`src/rtl/mbs_pkg.sv`:
```
package mbs_pkg;

   typedef enum logic [2:0] {
      TS_IDLE = 3'd0,
      TS_T1   = 3'd1,
      TS_T2   = 3'd2,
      TS_T3   = 3'd3,
      TS_TW   = 3'd4,
      TS_T4   = 3'd5,
      TS_HOLD = 3'd6
   } tstate_e;

   typedef struct packed {
      logic write;
      logic word;
      logic dma;
      logic bhe_n;
   } xfer_ctl_t;

endpackage

```
`src/rtl/mbs_lane_enc.sv`:
```
module mbs_lane_enc (
   input  logic addr0,
   input  logic word,
   output logic bhe_n,
   output logic misalign
);
   always_comb begin
      // word: both lanes; byte at odd address: upper lane; even: lower lane
      bhe_n    = !word && !addr0;
      misalign = word && addr0;
   end
endmodule

```
`src/rtl/mbs_tstate_fsm.sv`:
```
module mbs_tstate_fsm
   import mbs_pkg::*;
(
   input  logic    clk,
   input  logic    rst_n,
   input  logic    req_valid,
   input  logic    req_bad,
   input  logic    hold_req,
   input  logic    rdy,
   output tstate_e state,
   output logic    accept,
   output logic    reject
);
   tstate_e nxt;
   logic    issue_slot;

   always_comb begin
      issue_slot = (state == TS_IDLE) || (state == TS_T4);
      accept     = issue_slot && !hold_req && req_valid && !req_bad;
      reject     = issue_slot && !hold_req && req_valid && req_bad;
   end

   always_comb begin
      nxt = state;
      case (state)
         TS_IDLE: begin
            if (hold_req)    nxt = TS_HOLD;
            else if (accept) nxt = TS_T1;
         end
         TS_T1: nxt = TS_T2;
         TS_T2: nxt = TS_T3;
         TS_T3, TS_TW: nxt = rdy ? TS_T4 : TS_TW;
         TS_T4: begin
            if (hold_req)    nxt = TS_HOLD;
            else if (accept) nxt = TS_T1;
            else             nxt = TS_IDLE;
         end
         TS_HOLD: if (!hold_req) nxt = TS_IDLE;
         default: nxt = TS_IDLE;
      endcase
   end

   always_ff @(posedge clk or negedge rst_n) begin
      if (!rst_n) state <= TS_IDLE;
      else        state <= nxt;
   end

   // a low ready at the end of T3/TW yields another wait state
   a_r8_wait_on_low_ready: assert property (@(posedge clk) disable iff (!rst_n)
      ((state == TS_T3 || state == TS_TW) && !rdy) |=> (state == TS_TW));
   // a high ready at the end of T3/TW leads to T4
   a_r8_t4_after_ready: assert property (@(posedge clk) disable iff (!rst_n)
      ((state == TS_T3 || state == TS_TW) && rdy) |=> (state == TS_T4));
   // hold entered only from a cycle boundary
   a_r9_hold_from_boundary: assert property (@(posedge clk) disable iff (!rst_n)
      (state == TS_HOLD && $past(state) != TS_HOLD) |->
      ($past(state) == TS_IDLE || $past(state) == TS_T4));
endmodule

```
`src/rtl/mbs_pad_mux.sv`:
```
module mbs_pad_mux
   import mbs_pkg::*;
#(
   parameter int ADDR_W = 20,
   parameter int DATA_W = 16,
   localparam int STAT_W = ADDR_W - DATA_W
) (
   input  logic              rst_n,
   input  tstate_e           state,
   input  logic [ADDR_W-1:0] addr,
   input  logic [DATA_W-1:0] wdata,
   input  xfer_ctl_t         ctl,
   output logic              ale,
   output logic [DATA_W-1:0] ad_out,
   output logic              ad_oe,
   output logic [STAT_W-1:0] ahi_out,
   output logic              bhe_n,
   output logic              wr_n,
   output logic              rd_n,
   output logic              ctl_oe
);
   logic in_bus;
   logic strobe_phase;
   logic data_phase;
   logic is_t1;

   always_comb begin
      is_t1        = (state == TS_T1);
      strobe_phase = (state == TS_T2) || (state == TS_T3) || (state == TS_TW);
      data_phase   = strobe_phase || (state == TS_T4);
      in_bus       = is_t1 || data_phase;
      ale          = is_t1;
      ad_out       = is_t1 ? addr[DATA_W-1:0] : wdata;
      ad_oe        = rst_n && (is_t1 || (ctl.write && data_phase));
      ctl_oe       = rst_n && (state != TS_HOLD);
      bhe_n        = in_bus ? ctl.bhe_n : 1'b1;
      wr_n         = !(strobe_phase && ctl.write);
      rd_n         = !(strobe_phase && !ctl.write);
   end

   // upper lines: address in T1; afterwards the top line reports origin, rest low
   for (genvar i = 0; i < STAT_W; i++) begin : g_stat
      if (i == STAT_W - 1) begin : g_origin
         assign ahi_out[i] = is_t1 ? addr[DATA_W+i] : ctl.dma;
      end else begin : g_zero
         assign ahi_out[i] = is_t1 ? addr[DATA_W+i] : 1'b0;
      end
   end

   // nothing floatable is driven while reset is applied
   always_comb begin
      if (!rst_n) a_r1_float_in_reset: assert (!ad_oe && !ctl_oe);
   end
endmodule

```
`src/rtl/mux_bus_seq.sv`:
```
module mux_bus_seq
   import mbs_pkg::*;
#(
   parameter int ADDR_W = 20,
   parameter int DATA_W = 16
) (
   input  logic                     clk,
   input  logic                     rst_n,
   input  logic                     req_valid,
   input  logic [ADDR_W-1:0]        req_addr,
   input  logic                     req_write,
   input  logic                     req_word,
   input  logic                     req_dma,
   input  logic [DATA_W-1:0]        req_wdata,
   output logic                     req_accept,
   output logic                     req_err,
   input  logic                     rdy,
   input  logic                     hold_req,
   output logic                     hold_ack,
   output logic                     ale,
   output logic [DATA_W-1:0]        ad_out,
   output logic                     ad_oe,
   input  logic [DATA_W-1:0]        ad_in,
   output logic [ADDR_W-DATA_W-1:0] ahi_out,
   output logic                     bhe_n,
   output logic                     wr_n,
   output logic                     rd_n,
   output logic                     ctl_oe,
   output logic [DATA_W-1:0]        rdata,
   output logic                     rdata_valid
);
   localparam int STAT_W = ADDR_W - DATA_W;

   if (DATA_W != 16) begin : g_bad_data
      $error("mux_bus_seq: two byte lanes require DATA_W == 16");
   end
   if (STAT_W < 1) begin : g_bad_addr
      $error("mux_bus_seq: ADDR_W must exceed DATA_W");
   end

   tstate_e           state;
   logic              lane_bhe_n;
   logic              misalign;
   logic [ADDR_W-1:0] addr_q;
   logic [DATA_W-1:0] wdata_q;
   xfer_ctl_t         ctl_q;
   logic              capture;

   mbs_lane_enc u_lane (
      .addr0    (req_addr[0]),
      .word     (req_word),
      .bhe_n    (lane_bhe_n),
      .misalign (misalign)
   );

   mbs_tstate_fsm u_fsm (
      .clk       (clk),
      .rst_n     (rst_n),
      .req_valid (req_valid),
      .req_bad   (misalign),
      .hold_req  (hold_req),
      .rdy       (rdy),
      .state     (state),
      .accept    (req_accept),
      .reject    (req_err)
   );

   always_ff @(posedge clk or negedge rst_n) begin
      if (!rst_n) begin
         addr_q  <= '0;
         wdata_q <= '0;
         ctl_q   <= '{write: 1'b0, word: 1'b0, dma: 1'b0, bhe_n: 1'b1};
      end else if (req_accept) begin
         addr_q  <= req_addr;
         wdata_q <= req_wdata;
         ctl_q   <= '{write: req_write, word: req_word, dma: req_dma, bhe_n: lane_bhe_n};
      end
   end

   always_comb capture = (state == TS_T3 || state == TS_TW) && rdy && !ctl_q.write;

   always_ff @(posedge clk or negedge rst_n) begin
      if (!rst_n) begin
         rdata       <= '0;
         rdata_valid <= 1'b0;
      end else begin
         rdata_valid <= capture;
         if (capture) rdata <= ad_in;
      end
   end

   always_comb hold_ack = (state == TS_HOLD);

   mbs_pad_mux #(.ADDR_W(ADDR_W), .DATA_W(DATA_W)) u_pads (
      .rst_n   (rst_n),
      .state   (state),
      .addr    (addr_q),
      .wdata   (wdata_q),
      .ctl     (ctl_q),
      .ale     (ale),
      .ad_out  (ad_out),
      .ad_oe   (ad_oe),
      .ahi_out (ahi_out),
      .bhe_n   (bhe_n),
      .wr_n    (wr_n),
      .rd_n    (rd_n),
      .ctl_oe  (ctl_oe)
   );

   // the latch strobe lasts a single cycle
   a_r2_ale_single: assert property (@(posedge clk) disable iff (!rst_n)
      ale |=> !ale);
   // the reserved lane code is never presented
   a_r4_no_reserved_lane: assert property (@(posedge clk) disable iff (!rst_n)
      ale |-> !(bhe_n && ad_out[0]));
   // byte-high status stays put while a strobe is active
   a_r5_bhe_held: assert property (@(posedge clk) disable iff (!rst_n)
      (!wr_n || !rd_n) |-> $stable(bhe_n));
   // the write strobe only starts right after the address phase
   a_r6_wr_after_ale: assert property (@(posedge clk) disable iff (!rst_n)
      $fell(wr_n) |-> $past(ale));
   // lines released while the read strobe is active
   a_r7_read_released: assert property (@(posedge clk) disable iff (!rst_n)
      !rd_n |-> !ad_oe);
   // a held bus is fully floated
   a_r9_hold_floats: assert property (@(posedge clk) disable iff (!rst_n)
      hold_ack |-> (!ctl_oe && !ad_oe && !req_accept));
   // a rejected request starts no cycle
   a_r10_reject_no_ale: assert property (@(posedge clk) disable iff (!rst_n)
      req_err |=> !ale);
endmodule

```
`config.mk`:
```
export PLATFORM = sky130hd
export DESIGN_NAME = mux_bus_seq
export DESIGN_NICKNAME = d
export VERILOG_FILES = /design/src/rtl/mbs_pkg.sv /design/src/rtl/mbs_lane_enc.sv /design/src/rtl/mbs_tstate_fsm.sv /design/src/rtl/mbs_pad_mux.sv /design/src/rtl/mux_bus_seq.sv
export SDC_FILE = /design/constraint.sdc
export NUM_CORES = 1
export LEC_CHECK = 0
export ABC_CLOCK_PERIOD_IN_PS = 3800
export BUFFER_PORTS_ARGS = -buffer_cell sky130_fd_sc_hd__buf_2
export CAP_MARGIN = 20
export CORE_ASPECT_RATIO = 1.1
export CORE_UTILIZATION = 52
export CTS_CLUSTER_DIAMETER = 40
export DETAILED_ROUTE_END_ITERATION = 10
export PLACE_DENSITY = 0.93
export SYNTH_ARGS = -nofsm -noshare
export SYNTH_HDL_FRONTEND = slang
export SYNTH_SLANG_ARGS = --single-unit
```
`constraint.sdc`:
```
create_clock -name clk -period 3.8 [get_ports clk]
set_input_delay 0.95 -clock clk [delete_from_list [all_inputs] [get_ports clk]]
set_output_delay 0.95 -clock clk [all_outputs]
set_load 0.005 [all_outputs]
```
Yosys cells after proc, flatten, opt, wreduce, memory -nomap -nowiden:

Index checks and enable logic that the tools add are counted.

* $mul: 0
* reductions and logical operators: 30
* add/sub/neg operators: 0
* bitwise gates (word level): 0
* shifts and indexed selects: 0
* magnitude comparators: 0
* equal/unequal tests: 9
* divide/modulo/power cells: 0
* multiplexer cells: 13

Operator list (number)
* 3-bit one-hot mux with 6 select lines: 1
* 16-bit 2-to-1 mux: 1
* 1-bit logical AND: 13
* 3-bit 2-to-1 mux: 4
* 3-bit equality test, second input constant: 3
* 1-bit zero test: 7
* 1-bit logical OR: 7
* 1-bit 2-to-1 mux: 7
* 3-bit by 2-bit equality test with 1-bit output, second input constant: 2
* 3-bit != test, second input constant: 2
* 3-bit by 1-bit equality test with 1-bit output, second input constant: 1
* 3-bit zero test: 1
* 2-bit != test, second input constant: 1
* 2-bit AND reduction: 1
* 2-bit OR reduction: 1

* memories kept: 0
* bits in read-only memories: 0
* input bits: 60
* RAM bits: 0
* bits in registers: 59
* word-level logic and storage cells: 60
* latch bits: 0

Logic depth before layout (Yosys ltp):

Gate-level depths: netlist of the first run.

* depth after elaboration: 8
* gate-level depth with buffers: 5
* gate-level depth less buffers: 3

Hierarchy:

From an unflattened synthesis of the first run, not the netlist that was laid out.

* cells, all modules: 250
* area total of the unflattened synthesis: 3128.0 µm²

By module, submodules not included
* mux_bus_seq: instances 1, cells an instance 188, area an instance 2571.2 µm²
* mbs_pad_mux: instances 1, cells an instance 34, area an instance 326.6 µm²
* mbs_tstate_fsm: instances 1, cells an instance 26, area an instance 220.2 µm²
* mbs_lane_enc: instances 1, cells an instance 2, area an instance 10.0 µm²

Worst setup path after synthesis of the first run:

OpenSTA, ideal clock, no wires.

* path type: input to output
* start: input hold_req
* end: output req_accept
* stages on the path: 4
* path slack: 1.263 ns
* path buffers: 1
* arrival time: 1.587 ns
* path through: nor3b_2 > nand3_2 > buf_6 > inv_1

* cells in the longest elaborated chain, start to end: 4

Ends and longest elaborated chain
* start, declared: RTL line mux_bus_seq.sv:18 `input logic hold_req,`
* 1-bit zero test: RTL line mbs_tstate_fsm.sv:19 `accept = issue_slot && !hold_req && req_valid && !req_bad;`
* 1-bit logical AND (3 in series): RTL line mbs_tstate_fsm.sv:19
* end, declared: RTL line mux_bus_seq.sv:15 `output logic req_accept,`

Every way passes these cells.

Final worst setup path of the first run:

* start: register u_fsm.state[1]
* end: output ad_out[8]

* cells in the longest elaborated chain, start to end: 2

Ends and longest elaborated chain
* start, declared: RTL line mbs_tstate_fsm.sv:10 `output tstate_e state,`
* start signal, assigned: RTL line mbs_tstate_fsm.sv:45 `else state <= nxt;`
* 3-bit by 1-bit equality test with 1-bit output: RTL line mbs_pad_mux.sv:28 `is_t1 = (state == TS_T1);`
* 16-bit 2-to-1 mux: RTL line mbs_pad_mux.sv:33 `ad_out = is_t1 ? addr[DATA_W-1:0] : wdata;`
* end, declared: RTL line mux_bus_seq.sv:21 `output logic [DATA_W-1:0] ad_out,`

Every way passes these cells.

==> results of run 1 <==
==> placed cells by master, fill, tap and decap left out, drive strengths merged, types with 2 or more instances in the layout <==
master / instances
nor2: 4
bufinv: 2
o2bb2ai: 2
clkbuf: 10
buf: 109
a21oi: 3
a211oi: 2
nand3b: 2
nor2b: 3
inv: 3
nand2b: 3
and2: 5
nand2: 6
mux2: 70
clkinv: 4
dfrtp: 58
nor3b: 2
==> worst max-delay path: stages (launching register included) <==
cell and delay (ns):
dfrtp_1 0.54, nor3b_2 0.24, buf_4 0.31, mux2_2 0.39
buf_2 0.13
==> power by group <==
group          switching, W  leakage (nW)  internal (W)
logic              0.000406         0.882      0.000678
clock network      0.000235         0.110      0.000365
registers          0.000199         0.708      0.000948
total              0.000840          1.70       0.00199
==> state kept, by name (all words and copies together), names as in the netlist <==
signal       flops
addr_q          20
rdata           16
wdata_q         16
ctl_q            3
u_fsm.state      3
rdata_valid      1
==> metrics by stage <==
step / setup WS (ns) / cell area (sq um)
final: 0.9302 / 3432
after global routing: 0.8381 / 3432
after CTS: 0.9148 / 3432
after detailed placement: 1.157 / 3224
after global placement: 1.184 / 3224
after floorplan: 1.263 / 2681
==> cell families (layout without fill, tap and decap cells) <==
| group | count (synthesis) | in the layout |
|---|---|---|
| DFF | 59 | 59 |
| and+or+nand+nor | 27 | 27 |
| xor gates and xnor gates | 1 | 1 |
| AOI/OAI and AO/OA | 12 | 12 |
| buffers and inverters | 13 | 128 |
| muxes | 71 | 71 |
==> layer usage <==
| metal | GRT usage, % | wire length [um] | vias up |
|---|---|---|---|
| met5 | 0 | 0 | - |
| met4 | 9.796 | 86 | 0 |
| met3 | 4.205 | 206 | 7 |
| met2 | 35.24 | 2846 | 57 |
| met1 | 25.39 | 2171 | 887 |
| li1 | - | - | 868 |
==> final timing paths <==
check,cells after the start,to,startpoint
max,4,ad_out[8],u_fsm.state[1]
min,1,ctl_q[0],ctl_q[0]
max reg2reg,3,rdata[0],u_fsm.state[2]
min reg2reg,1,ctl_q[0],ctl_q[0]
max in group asynchronous,2,addr_q[0],rst_n
min in group asynchronous,2,rdata[2],rst_n
==> cell type report <==
| cell class | instances | area, sq um | share of cell area [%] |
|---|---|---|---|
| repair buffers | 109 | 555.5 | 16.19 |
| clock inverters | 6 | 80.08 | 2.333 |
| flip-flops and latches | 59 | 1478 | 43.06 |
| inverters | 3 | 11.26 | 0.3281 |
| clock buffers | 10 | 127.6 | 3.719 |
| well taps | 58 | 72.57 | 2.114 |
| multi-input cells | 111 | 1107 | 32.26 |
==> flow_metrics.py, run 1 <==
metrics = {
    "floorplanning": {
        "die_x_um": 70.47,
        "rows": 27,
        "pin_count": 106,
        "dieArea_sq_um": 5448,
        "core_area_sq_um": 5000,
        "die_y_um": 77.32,
        "start_util_pct": 53.63,
    },
    "logic_synthesis": {
        "syn_area_sq_um": 2681,
        "yosys.area.top_type": "dfrtp_1",
        "synth_compound_area_share_pct": 3.686,
        "synth_flop_cell": "dfrtp_1",
        "synth_top_family_by_area": "multiplexers",
        "synth_commonest_cells": "61 x mux2_2, 58 x dfrtp_1, 9 x mux2_4",
        "synth-simple-area-share_pct": 6.066,
        "yosysWarnings": 0,
        "synth.area.mux_share_pct": 31.03,
        "synthAdderAreaFrac_pct": 0,
        "yosysSeqAreaShare_pct": 55.11,
        "yosys-top-cells-area": "dfrtp_1 54%, mux2_2 26%, mux2_4 5.0%, buf_6 2.1%, and2_1 1.2%",
        "ys_async_sr_fraction_pct": 100.0,
        "synth-seq-cells": 59,
        "syn_nets": 243,
        "syn_area_per_cell_sq_um": 14.65,
        "synth.distinct_cells": 30,
        "synth_edf_count": 0,
        "yosysTopAreaCellShare_pct": 54.13,
        "synth.most_common_cell": "mux2_2",
        "netlist_instances": 183,
        "synth_xor_area_share_pct": 0.3266,
    },
    "cells_and_area": {
        "layout.cells.non_filler": 356,
        "syn_to_final_growth_pct": 28.00,
        "final_layout_size_suffix_gt1_share_pct": 67.45,
        "n_fill_cell": 380,
        "nets": 353,
        "final_util_pct": 68.64,
        "n_antenna_cell": 0,
    },
    "clock_tree": {
        "root_buffer": "clkbuf_8",
        "post_cts_buffers": 0,
        "clockBufferDepth": 2,
        "holdBufCountCts": 0,
        "clock_latency_ns": 0.32,
        "tritoncts": "built",
        "cts_buffers": 9,
        "htree_levels": 3,
        "path_clk_slew_ns": 0.07,
        "cts_sinks": 59,
        "post_cts_resized": 0,
    },
    "placed_design": {
        "io_buffers": 105,
        "hpwl_um": 3709,
        "gp_congestion": 0.7985,
        "place_inst": 340,
    },
    "power_and_ir_drop": {
        "vdd_drop_max_v": 0.0004806,
        "finalPower_w": 0.002831,
        "power-per-cell-area_nw_per_um2": 824.9,
        "cellLeakagePower_nw": 1.700,
    },
    "detailed_routing": {
        "detail_route.wl_per_cell_um": 14.92,
        "drc_errors": 12,
        "via_per_inst": 5.110,
        "first_iter_violations": 113,
        "vias": 1819,
        "first_pass_iters": 7,
        "final_antenna_net_count": 0,
        "drt-total-wl_um": 5311,
    },
    "sta": {
        "skew_ns": 0.006095,
        "clock.fmax_ghz": 0.3485,
        "whs_ns": 0.4851,
        "hold_viol_final": 0,
        "fin_setup_tns_ns": 0,
        "slew_headroom_pct": 56.19,
        "grt_setup_unrepaired": "no",
        "maxSlewViolCount": 0,
        "worstMarginPinSlew_ns": 0.6557,
        "timing.final.crit_share_pct": 75.52,
        "finalSetupViolCount": 0,
        "period_needed_ns": 2.870,
    },
    "setup_path": {
        "worst_ep_required_time_ns": 2.85,
        "crit_type": "register to output pin",
        "cp-end-kind": "output pin",
        "worstPathMaxFanout": 21,
        "crit_path_start_kind": "register",
        "arrival_ns": 1.92,
        "ff2ff_setup_slack_ns": 1.67,
    },
    "global_route": {
        "grt_pass1_vias": 1831,
        "grt_usage_pct": 20.81,
        "antenna_found_initial": 0,
        "grt_max_degree": 40,
        "grt_remaining_overflow": 0,
        "grt_pass1_wl_um": 8604,
    },
    "hold_path": {
        "hold_path.class": "register to register",
    },
    "flow_run": {
        "maxCapViolations": 0,
    },
    "run_status": {
        "status": "complete, but fails checks",
        "failed_checks": "DRC",
    },
}
No activity file was read; power rests on OpenSTA's default activity.
==> inputs of run 2 (changes only) <==
Settings changed: ABC_CLOCK_PERIOD_IN_PS 3800 to 2700, CORE_UTILIZATION 52 to 48, PLACE_DENSITY 0.93 to 0.87.
Clock period 3.8 ns to 2.7 ns, I/O delays scaled along.
==> flow_metrics.py, run 2 (synthesized netlist as in run 1, its figures left out) <==
metrics = {
    "setup_path": {
        "cpLargestDelayFamily": "flip-flops",
        "crit_path_start_kind": "register",
        "ff2ff_setup_slack_ns": 0.57,
        "regToRegStartpoint": "u_fsm.state[2]",
        "worstSetupEndpoint": "ad_out[9]",
        "max_stage_delay_ns": 0.54,
        "worstPathCellList": "nor3b_2, buf_4, mux2_2, buf_2",
        "reg2reg_to": "rdata[5]",
        "arrival_ns": 1.89,
        "crit_type": "register to output pin",
        "worstPathMaxFanout": 21,
        "path_buf_inv": 2,
        "rr_worst_depth": 3,
        "critPathSlowestCell": "dfrtp_1",
        "worst_ep_required_time_ns": 2.03,
        "crit_start": "u_fsm.state[0]",
        "worst-path-stages": 4,
        "cp-end-kind": "output pin",
    },
    "sta": {
        "slew_headroom_pct": 57.89,
        "maxSlewViolCount": 0,
        "period_needed_ns": 2.567,
        "skew_ns": 0.002572,
        "layout_setup_ws_ns": 0.1331,
        "finalSetupViolCount": 0,
        "hold_viol_final": 0,
        "timing.final.crit_share_pct": 95.07,
        "clock.fmax_ghz": 0.3896,
        "worstMarginPinSlew_ns": 0.6303,
        "fin_setup_tns_ns": 0,
        "grt_setup_unrepaired": "no",
    },
    "floorplanning": {
        "start_util_pct": 49.70,
        "die_y_um": 80.39,
        "rows": 28,
        "core_area_sq_um": 5395,
        "die_x_um": 73.26,
        "pin_count": 106,
        "dieArea_sq_um": 5889,
    },
    "global_route": {
        "grt_usage_pct": 19.44,
        "grtUsageMet3_pct": 4.141,
        "grtUsageMet2_pct": 31.48,
        "top_usage_layer": "met2",
        "antenna_found_initial": 0,
        "grt_pass1_wl_um": 8493,
        "met1_usage_pct": 23.75,
        "grt_max_degree": 43,
        "grt_pass1_vias": 1842,
        "grt_remaining_overflow": 0,
    },
    "detailed_routing": {
        "via_per_inst": 4.955,
        "drc_errors": 0,
        "drt-total-wl_um": 5212,
        "detail_route.wl_per_cell_um": 13.94,
        "first_pass_iters": 4,
        "final_antenna_net_count": 0,
        "vias": 1853,
        "first_iter_violations": 63,
    },
    "clock_tree": {
        "post_cts_buffers": 0,
        "holdBufCountCts": 0,
        "path_clk_slew_ns": 0.06,
        "root_buffer": "clkbuf_8",
        "htree_levels": 3,
        "cts_buffers": 9,
        "cts_sinks": 59,
        "tritoncts": "built",
        "clockBufferDepth": 2,
        "clock_latency_ns": 0.32,
        "post_cts_resized": 0,
    },
    "cells_and_area": {
        "largest_reg_flops": 20,
        "largest_registers": "addr_q (20), rdata (16), wdata_q (16)",
        "final_layout_size_suffix_gt1_share_pct": 66.89,
        "nets": 354,
        "final_common_cell": "buf_2",
        "final_cell_mix": "105 x buf_2, 61 x mux2_2, 58 x dfrtp_1",
        "final_area_sq_um": 3426,
        "syn_to_final_growth_pct": 27.76,
        "n_antenna_cell": 0,
        "largest-register": "addr_q",
    },
    "power_and_ir_drop": {
        "power-per-cell-area_nw_per_um2": 1121,
        "vdd_drop_max_v": 0.0005819,
        "cellLeakagePower_nw": 1.685,
    },
    "placed_design": {
        "post_dp_cell_area_sq_um": 3253,
        "io_buffers": 105,
        "place_ws_ns": 0.4736,
        "gp_congestion": 0.7729,
        "hpwl_um": 3831,
    },
    "run_status": {
        "status": "completed",
    },
    "hold_path": {
        "hold_path.class": "input port to async pin",
    },
    "flow_run": {
        "maxCapViolations": 0,
    },
}
==> run 2: per-stage QoR <==
stage	cells	util, %	total power (W)	hold WS (ns)
after floorplan	183	-	0.002624	0.3794
after global placement	358	60.30	0.003106	0.4720
after detailed placement	358	60.30	0.003175	0.4832
after CTS	374	63.50	0.003890	0.1945
after global routing	374	63.50	0.004119	0.2105
final	374	63.50	0.003839	0.2045
==> run 2: final cells by class <==
class                           count  area [sq um]
Fill cell                         456          1969
Sequential cell                    59          1478
Multi-Input combinational cell    111          1107
Timing Repair Buffer              110         563.0
Clock buffer                       14         162.7
Tap cell                           75         93.84
Inverter                            3         11.26
Clock inverter                      2         10.01
==> run 2: worst min-delay path by stage <==
| stage | to | slack (ns) | start |
|---|---|---|---|
| 2_1_floorplan | addr_q[0] | 0.38 | rst_n |
| 3_3_place_gp | ctl_q[0] | 0.47 | ctl_q[0] |
| 3_5_place_dp | ctl_q[0] | 0.48 | ctl_q[0] |
| 4_1_cts | u_fsm.state[2] | 0.19 | rst_n |
| 5_1_grt | rdata[11] | 0.21 | rst_n |
| 6_report | u_fsm.state[2] | 0.20 | rst_n |
==> run 2: layer usage <==
metal  share of wire (%)  vias up  routed length, um
met3                 3.8       12                199
met4                 2.6        0                135
met2                  53       49               2738
met1                  41      920               2139
met5                   0        -                  0
li1                    -      872                  -
==> run 2: where the power goes <==
group	switching (W)	leakage (nW)	internal, W	total (W)
sequential	0.000262	0.708	0.00134	0.00160
combinational	0.000581	0.887	0.000963	0.00154
clock	0.000315	0.0905	0.000381	0.000696
total	0.00116	1.69	0.00268	0.00384
==> run 2: worst register-to-register path, stage by stage (launching register included) <==
cell,delay (ns)
dfrtp_1,0.59
or3b_4,0.46
a21oi_4,0.54
mux2_2,0.41
==> inputs of run 3 (changes only) <==
Settings changed: RECOVER_POWER set to 100.
==> flow_metrics.py, run 3 (synthesized netlist as in run 1, its figures left out) <==
metrics = {
    "clock_tree": {
        "post_cts_buffers": 0,
        "cts_buffers": 9,
        "clockBufferDepth": 2,
        "tritoncts": "built",
        "post_cts_resized": 0,
        "clock_latency_ns": 0.33,
        "path_clk_slew_ns": 0.06,
        "root_buffer": "clkbuf_8",
        "cts_sinks": 59,
        "holdBufCountCts": 0,
        "htree_levels": 3,
    },
    "cells_and_area": {
        "largest_registers": "addr_q (20), rdata (16), wdata_q (16)",
        "syn_to_final_growth_pct": 24.82,
        "n_fill_cell": 473,
        "final_layout_size_suffix_gt1_share_pct": 57.19,
        "final_common_cell": "buf_2",
        "n_antenna_cell": 0,
        "nets": 354,
        "largest-register": "addr_q",
        "multi_input_area_sq_um": 1062,
        "register_area_sq_um": 1478,
        "largest_reg_flops": 20,
        "final_cell_mix": "87 x buf_2, 61 x mux2_2, 58 x dfrtp_1",
        "final_area_sq_um": 3347,
    },
    "setup_path": {
        "cpLargestDelayFamily": "flip-flops",
        "arrival_ns": 1.88,
        "crit_type": "register to output pin",
        "path_buf_inv": 2,
        "max_stage_delay_ns": 0.53,
        "critPathSlowestCell": "dfrtp_1",
        "worstPathCellList": "nor3b_2, buf_4, mux2_2, buf_2",
        "worst_ep_required_time_ns": 2.03,
        "crit_path_start_kind": "register",
        "cp-end-kind": "output pin",
        "worstPathMaxFanout": 21,
    },
    "placed_design": {
        "gp_congestion": 0.7729,
        "post_dp_cell_area_sq_um": 3253,
        "io_buffers": 105,
        "hpwl_um": 3831,
    },
    "sta": {
        "worstMarginPinSlew_ns": 1.009,
        "finalSetupViolCount": 0,
        "period_needed_ns": 2.555,
        "skew_ns": 0.003647,
        "fin_setup_tns_ns": 0,
        "hold_viol_final": 0,
        "whs_ns": 0.3033,
        "maxSlewViolCount": 0,
        "clock.fmax_ghz": 0.3913,
        "timing.final.crit_share_pct": 94.64,
        "slew_headroom_pct": 32.76,
        "grt_setup_unrepaired": "no",
    },
    "floorplanning": {
        "pin_count": 106,
        "start_util_pct": 49.70,
        "rows": 28,
        "core_area_sq_um": 5395,
        "die_x_um": 73.26,
        "dieArea_sq_um": 5889,
        "die_y_um": 80.39,
    },
    "global_route": {
        "grt_remaining_overflow": 0,
        "grt_pass1_vias": 1842,
        "antenna_found_initial": 0,
        "grt_pass1_wl_um": 8493,
        "grt_usage_pct": 19.44,
        "grt_max_degree": 43,
    },
    "hold_path": {
        "hold_path.class": "input port to async pin",
    },
    "detailed_routing": {
        "drc_errors": 0,
        "vias": 1878,
        "met3WireLength_um": 241,
        "via_per_inst": 5.021,
        "top_layer": "met4",
        "routed-wl-met2_um": 2764,
        "first_iter_violations": 62,
        "final_antenna_net_count": 0,
        "drt-total-wl_um": 5253,
        "detail_route.wl_per_cell_um": 14.05,
        "first_pass_iters": 4,
        "wl_met1_um": 2112,
    },
    "run_status": {
        "status": "completed",
    },
    "power_and_ir_drop": {
        "power-per-cell-area_nw_per_um2": 1110,
        "vdd_drop_max_v": 0.0005620,
        "cellLeakagePower_nw": 1.600,
        "finalPower_w": 0.003716,
    },
    "flow_run": {
        "maxCapViolations": 0,
    },
}
==> run 3: cell type report <==
type / instances / area share (%)
Clock buffer: 14 / 4.860
Clock inverter: 2 / 0.2991
Inverter: 3 / 0.3364
Multi-Input combinational cell: 111 / 31.74
Sequential cell: 59 / 44.15
Tap cell: 75 / 2.804
Timing Repair Buffer: 110 / 15.81
==> run 3: worst paths after layout <==
check | endpoint | depth (start not counted) | start | slack [ns]
max | ad_out[3] | 4 | u_fsm.state[0] | 0.14
min | u_fsm.state[2] | 1 | rst_n | 0.30
max reg2reg | rdata[5] | 4 | u_fsm.state[1] | 0.33
min reg2reg | rdata[13] | 1 | rdata[13] | 0.49
max in group asynchronous | rdata[7] | 2 | rst_n | 1.02
min in group clk | rdata[13] | 1 | rdata[13] | 0.49
==> run 3: report_power, final <==
group / switching, W / leakage [nW] / internal [W]
logic: 0.000572 / 0.802 / 0.000852
registers: 0.000258 / 0.708 / 0.00134
clock network: 0.000317 / 0.0905 / 0.000381
==> run 3: per-stage QoR <==
stage	utilization [%]	setup slack, ns	cells
6_report	62.04	0.1446	374
2_1_floorplan	-	0.5855	183
5_1_grt	62.04	0.01286	374
3_5_place_dp	60.30	0.4736	358
3_3_place_gp	60.30	0.5074	358
4_1_cts	63.50	0.1087	374
==> run 3: per-layer routing <==
layer  GRT usage [%]  vias up
met5               0        -
met4           11.37        0
met3           4.141       11
met2           31.48       51
met1           23.75      943
li1                -      873
